===== config.mk =====
export PLATFORM = sky130hd
export DESIGN_NAME = ext_bus_seq
export DESIGN_NICKNAME = d
export VERILOG_FILES = /design/src/rtl/ebs_pkg.sv /design/src/rtl/ebs_area_sel.sv /design/src/rtl/ebs_fsm.sv /design/src/rtl/ebs_pin_drv.sv /design/src/rtl/ext_bus_seq.sv
export SDC_FILE = /design/constraint.sdc
export NUM_CORES = 1
export LEC_CHECK = 0
export BUFFER_PORTS_ARGS = -buffer_cell sky130_fd_sc_hd__buf_4
export CAP_MARGIN = 20
export CORE_MARGIN = 2
export CORE_UTILIZATION = 28
export CTS_CLUSTER_DIAMETER = 200
export DETAILED_ROUTE_END_ITERATION = 10
export PLACE_DENSITY_LB_ADDON = 0.12
export SYNTH_ARGS = -nofsm -noshare
export SYNTH_HDL_FRONTEND = slang
export SYNTH_SLANG_ARGS = --single-unit

===== constraint.sdc =====
create_clock -name clk_i -period 2.8 [get_ports clk_i]
set_input_delay 0.14 -clock clk_i [delete_from_list [all_inputs] [get_ports clk_i]]
set_output_delay 0.14 -clock clk_i [all_outputs]
set_load 0.02 [all_outputs]

===== src/rtl/ebs_pkg.sv =====
package ebs_pkg;
  localparam int unsigned PW_W  = 3;
  localparam int unsigned CSX_W = 2;
  localparam int unsigned CNT_W = 4;

  typedef enum logic [1:0] {
    PH_IDLE  = 2'd0,
    PH_LEAD  = 2'd1,
    PH_STRB  = 2'd2,
    PH_TRAIL = 2'd3
  } phase_e;

  typedef struct packed {
    logic             three;
    logic [PW_W-1:0]  pw;
    logic [CSX_W-1:0] csx;
  } area_cfg_t;
endpackage


===== src/rtl/ebs_area_sel.sv =====
module ebs_area_sel
  import ebs_pkg::*;
#(
  parameter int unsigned N_AREA = 4,
  localparam int unsigned AIW = (N_AREA > 1) ? $clog2(N_AREA) : 1
) (
  input  logic [N_AREA-1:0]       three_i,
  input  logic [N_AREA*PW_W-1:0]  pw_i,
  input  logic [N_AREA*CSX_W-1:0] csx_i,
  input  logic [AIW-1:0]          area_i,
  output area_cfg_t               cfg_o
);
  area_cfg_t tbl [N_AREA];

  for (genvar a = 0; a < N_AREA; a++) begin : g_unpack
    assign tbl[a].three = three_i[a];
    assign tbl[a].pw    = pw_i[a*PW_W +: PW_W];
    assign tbl[a].csx   = csx_i[a*CSX_W +: CSX_W];
  end

  always_comb begin
    cfg_o = '0;
    if (32'(area_i) < N_AREA) cfg_o = tbl[area_i];
  end
endmodule


===== src/rtl/ebs_fsm.sv =====
module ebs_fsm
  import ebs_pkg::*;
(
  input  logic      clk_i,
  input  logic      rst_ni,
  input  logic      start_i,
  input  area_cfg_t cfg_i,
  input  logic      wait_ni,
  output phase_e    ph_o,
  output logic      cap_o,
  output logic      done_o
);
  phase_e           ph_q;
  area_cfg_t        cfg_q;
  logic [CNT_W-1:0] cnt_q;
  logic             ext_hold;

  // wait only honoured once programmed cycles are used up, three-cycle areas only
  assign ext_hold = cfg_q.three && !wait_ni;
  assign cap_o    = (ph_q == PH_STRB) && (cnt_q == '0) && !ext_hold;
  assign ph_o     = ph_q;

  always_ff @(posedge clk_i or negedge rst_ni) begin
    if (!rst_ni) begin
      ph_q   <= PH_IDLE;
      cfg_q  <= '0;
      cnt_q  <= '0;
      done_o <= 1'b0;
    end else begin
      done_o <= 1'b0;
      unique case (ph_q)
        PH_IDLE: if (start_i) begin
          cfg_q <= cfg_i;
          cnt_q <= cfg_i.three ? CNT_W'(2) + CNT_W'(cfg_i.pw) : CNT_W'(1);
          ph_q  <= cfg_i.csx[1] ? PH_LEAD : PH_STRB;
        end
        PH_LEAD: ph_q <= PH_STRB;
        PH_STRB: begin
          if (cnt_q != '0) cnt_q <= cnt_q - 1'b1;
          else if (!ext_hold) begin
            if (cfg_q.csx != '0) ph_q <= PH_TRAIL;
            else begin
              ph_q   <= PH_IDLE;
              done_o <= 1'b1;
            end
          end
        end
        PH_TRAIL: begin
          ph_q   <= PH_IDLE;
          done_o <= 1'b1;
        end
        default: ph_q <= PH_IDLE;
      endcase
    end
  end
endmodule


===== src/rtl/ebs_pin_drv.sv =====
module ebs_pin_drv
  import ebs_pkg::*;
#(
  parameter int unsigned N_AREA = 4,
  parameter int unsigned BEW    = 2,
  localparam int unsigned AIW = (N_AREA > 1) ? $clog2(N_AREA) : 1
) (
  input  phase_e            ph_i,
  input  logic [AIW-1:0]    area_i,
  input  logic              we_i,
  input  logic [BEW-1:0]    be_i,
  output logic [N_AREA-1:0] cs_n_o,
  output logic              rd_n_o,
  output logic              wr_n_o,
  output logic              dout_en_o,
  output logic [BEW-1:0]    be_n_o
);
  logic act, strb;

  assign act  = (ph_i != PH_IDLE);
  assign strb = (ph_i == PH_STRB);

  for (genvar a = 0; a < N_AREA; a++) begin : g_cs
    assign cs_n_o[a] = !(act && (32'(area_i) == a));
  end

  assign rd_n_o    = !(strb && !we_i);
  assign wr_n_o    = !(strb && we_i);
  assign dout_en_o = act && we_i;
  assign be_n_o    = act ? ~be_i : '1;
endmodule


===== src/rtl/ext_bus_seq.sv =====
module ext_bus_seq
  import ebs_pkg::*;
#(
  parameter int unsigned N_AREA = 4,
  parameter int unsigned AW     = 16,
  parameter int unsigned DW     = 16,
  localparam int unsigned AIW = (N_AREA > 1) ? $clog2(N_AREA) : 1,
  localparam int unsigned BEW = DW / 8
) (
  input  logic                    clk_i,
  input  logic                    rst_ni,
  input  logic [N_AREA-1:0]       cfg_three_i,
  input  logic [N_AREA*PW_W-1:0]  cfg_wait_i,
  input  logic [N_AREA*CSX_W-1:0] cfg_csx_i,
  input  logic                    req_i,
  input  logic [AIW-1:0]          req_area_i,
  input  logic [AW-1:0]           req_addr_i,
  input  logic                    req_we_i,
  input  logic [DW-1:0]           req_wdata_i,
  input  logic [BEW-1:0]          req_be_i,
  output logic                    busy_o,
  output logic                    done_o,
  output logic [DW-1:0]           rdata_o,
  output logic [N_AREA-1:0]       cs_n_o,
  output logic                    rd_n_o,
  output logic                    wr_n_o,
  output logic [AW-1:0]           addr_o,
  output logic [DW-1:0]           dout_o,
  output logic                    dout_en_o,
  output logic [BEW-1:0]          be_n_o,
  input  logic [DW-1:0]           din_i,
  input  logic                    wait_ni
);
  area_cfg_t      sel_cfg;
  phase_e         ph;
  logic           cap, accept;
  logic [AIW-1:0] area_q;
  logic           we_q;
  logic [BEW-1:0] be_q;

  assign busy_o = (ph != PH_IDLE);
  assign accept = req_i && !busy_o;

  ebs_area_sel #(.N_AREA(N_AREA)) u_sel (
    .three_i(cfg_three_i), .pw_i(cfg_wait_i), .csx_i(cfg_csx_i),
    .area_i(req_area_i), .cfg_o(sel_cfg)
  );

  ebs_fsm u_fsm (
    .clk_i(clk_i), .rst_ni(rst_ni), .start_i(accept), .cfg_i(sel_cfg),
    .wait_ni(wait_ni), .ph_o(ph), .cap_o(cap), .done_o(done_o)
  );

  always_ff @(posedge clk_i or negedge rst_ni) begin
    if (!rst_ni) begin
      area_q  <= '0;
      we_q    <= 1'b0;
      be_q    <= '0;
      addr_o  <= '0;
      dout_o  <= '0;
      rdata_o <= '0;
    end else begin
      if (accept) begin
        area_q <= req_area_i;
        we_q   <= req_we_i;
        be_q   <= req_be_i;
        addr_o <= req_addr_i;
        dout_o <= req_wdata_i;
      end
      if (cap && !we_q) rdata_o <= din_i;
    end
  end

  ebs_pin_drv #(.N_AREA(N_AREA), .BEW(BEW)) u_pins (
    .ph_i(ph), .area_i(area_q), .we_i(we_q), .be_i(be_q),
    .cs_n_o(cs_n_o), .rd_n_o(rd_n_o), .wr_n_o(wr_n_o),
    .dout_en_o(dout_en_o), .be_n_o(be_n_o)
  );
endmodule


==> reports/qor.csv <==
metric;value;unit
run status;completed;
Max transition margin;0.465;
part of the power in the clock network;0.157;
crit path buf inv count;2;
TritonRoute pass-1 iters;4;
P_int;3.36;mW
via count;2160;
critical path's largest stage delay;410;ps
actual slew at the worst max-slew pin;802;ps
crit end category;flop;
Yosys warning count;0;
Tot GR Track Use;0.131;
Skew-Pair Late Insertion Delay;340;ps
CTS tree;done;
Reg clk slew, reported paths;70;ps
crit-path max FO;25;
post-synth top area share;0.549;
Sw Pwr;2.03;mW
Max-Cap Viols;0;
syn_nets;270;
die width;105;um
unrepaired setup endpoints after global routing;no;
Static Leak;2.10;nW
DR WL/cell;14.6;um
final WL;7070;um
hpwl dp;5060;um
# IOs;140;
Core Rows;36;
Nets;430;
Fillers;907;
Post-Syn Instances;186;
setup violators final;0;
Arrival @ worst endpoint;2170;ps
CTS resizes;0;
Worst EP required;3020;ps
H-tree Lvls;3;
Async S/R FF share, synth;1.00;
Post-CTS Setup Inserts;0;
Worst VDD drop;0.000530;V
Post-CTS Hold Buffers;8;
Port Buf Inserts;139;
Netlist cell types;39;
logic gate share of total power;0.533;
Clock Sinks;63;
Seq/Total Area, Yosys;0.549;
root buffer cell;clkbuf_8;
min Tclk post-route;1950;ps
Syn Area/Cell;15.4;sq um
vias in the first global route;2214;
switching share of power;0.376;
CP cell instances;inv_1 -> ha_1 -> and4bb_4 -> nor3_4 -> buf_4 -> mux2_2;
crit-path leading delay family;buffers and inverters;
Routed Antenna Nets;0;
Yosys reg bits;63;
height of the die;105;um
critical path class;reg2reg;
register share of total power;0.310;
mapped cell area;2870;sq um
main flop type after synthesis;dfrtp_1;
largest net degree at the start of global routing;64;
crit path launch type;flop;
commonest cells in the netlist;63 x dfrtp_1, 26 x mux2_2, 20 x mux2_4;
initial antenna violation count;0;
initial core utilization;0.291;
period utilization;0.697;
area growth from synthesis to final layout;52.9;%
Num CTS Buffers;9;
Yosys top cell by area;dfrtp_1;
Core Area;9860;sq um
FMAX;513;MHz
drt via density;4.46;
Slowest cell on crit path;buf_4;
Max Clock Skew;7.83;ps
Min Hold Slack;21.1;ps
clk buf depth;2;
fin. max-slew vios;0;
final setup TNS;0;ps
DRT iter0 DRCs;102;
final hold viol count;0;
# diodes;0;
ratio of cells with drive above 1 in the final layout;0.613;
first-pass GRT wire length;11400;um
Post-synth EDFFs;0;
Power Dens Cells;1230;nW/um^2
# DRC;0;
GP Congestion;0.785;
top cells by area, synth;dfrtp_1 55%, mux2_4 10%, mux2_2 10%;
die area;11100;sq um
global route overflow;0;
Hold Path Class;in2reg;
most common cell in the netlist;dfrtp_1;
## area by class of cell
cell class	count	area, sq um	share of cell area
sequential	63	1580	0.359
timing repair buffer	156	1210	0.275
clock inverter	5	63.8	0.0145
tap	133	166	0.0379
inverter	6	22.5	0.00513
clock buffer	11	151	0.0345
multi-input combinational	110	1200	0.273
## logic make-up (layout without fill, tap and decap cells)
kind of cell    Yosys count  after routing  synth area share
simple gates             34             34            0.0824
compound gates           10             10            0.0262
mux                      62             62             0.293
xor+xnor                  1              1           0.00305
fa+ha+maj                 3              3            0.0131
flops                    63             63             0.549
buf+inv                  13            178            0.0331
## worst paths after layout
| kind | from | endpoint | slack [ps] | depth (start not counted) |
|---|---|---|---|---|
| min in group asynchronous | rst_ni | dout_o[10] | 430 | 2 |
| max in group asynchronous | rst_ni | rdata_o[6] | 1840 | 2 |
| worst max-delay path | u_fsm.cnt_q[0] | addr_o[15] | 850 | 6 |
| worst min register to register | rdata_o[8] | rdata_o[8] | 490 | 1 |
| worst max register to register | u_fsm.cnt_q[0] | addr_o[15] | 850 | 6 |
| worst min-delay path | din_i[6] | rdata_o[6] | 20 | 2 |
## cell usage in the layout, fill, tap and decap left out, drive strengths merged, types with 2 or more instances in the layout
| cell | synthesis | routed |
|---|---|---|
| buf | 6 | 141 |
| clkbuf | 1 | 11 |
| dfrtp | 63 | 63 |
| dlygate4sd3 | 0 | 15 |
| ha | 3 | 3 |
| inv | 6 | 8 |
| mux2 | 56 | 56 |
| mux4 | 6 | 6 |
| nand2 | 7 | 7 |
| nand2b | 3 | 3 |
| nand3 | 3 | 3 |
| nand4b | 3 | 3 |
| nor2 | 5 | 5 |
| nor3 | 2 | 2 |
| nor3b | 2 | 2 |
| o21ai | 2 | 2 |
| o221ai | 2 | 2 |
| or3 | 2 | 2 |
## layer usage
| metal | up-vias | share of wire | track usage |
|---|---|---|---|
| met3 | 9 | 0.074 | 0.0433 |
| met5 | - | 0 | 0 |
| met4 | 0 | 0.013 | 0.0429 |
| li1 | 996 | - | - |
| met1 | 1053 | 0.43 | 0.168 |
| met2 | 102 | 0.48 | 0.208 |
## through the flow
| step | std cells | total power [mW] | worst slack [ps] | cell area (sq um) | utilization |
|---|---|---|---|---|---|
| finish | 484 | 5.39 | 849 | 4390 | 0.445 |
| global route | 484 | 5.74 | 652 | 4390 | 0.445 |
| CTS | 477 | 5.47 | 832 | 4320 | 0.438 |
| detailed placement | 453 | 4.58 | 852 | 4020 | 0.408 |
| global placement | 453 | 4.55 | 892 | 4020 | 0.408 |
| floorplan | 186 | 3.59 | 1100 | 2870 | - |
## power by group through the flow
stage	sequential [mW]	clock, mW	combinational [mW]
2_1_floorplan	2.09	0	1.50
3_3_place_gp	1.69	0	2.86
3_5_place_dp	1.69	0	2.89
4_1_cts	1.68	0.884	2.91
5_1_grt	1.74	0.940	3.06
6_report	1.67	0.848	2.87
## flip-flops by register name (all words and copies together), names as in the netlist
signal and count:
rdata_o 16, addr_o 16, be_q 2, u_fsm.cnt_q 4, u_fsm.cfg_q 3, area_q 2
dout_o 16, we_q 1, u_fsm.ph_o 2, u_fsm.done_o 1
(Power assumes the default switching activity.)
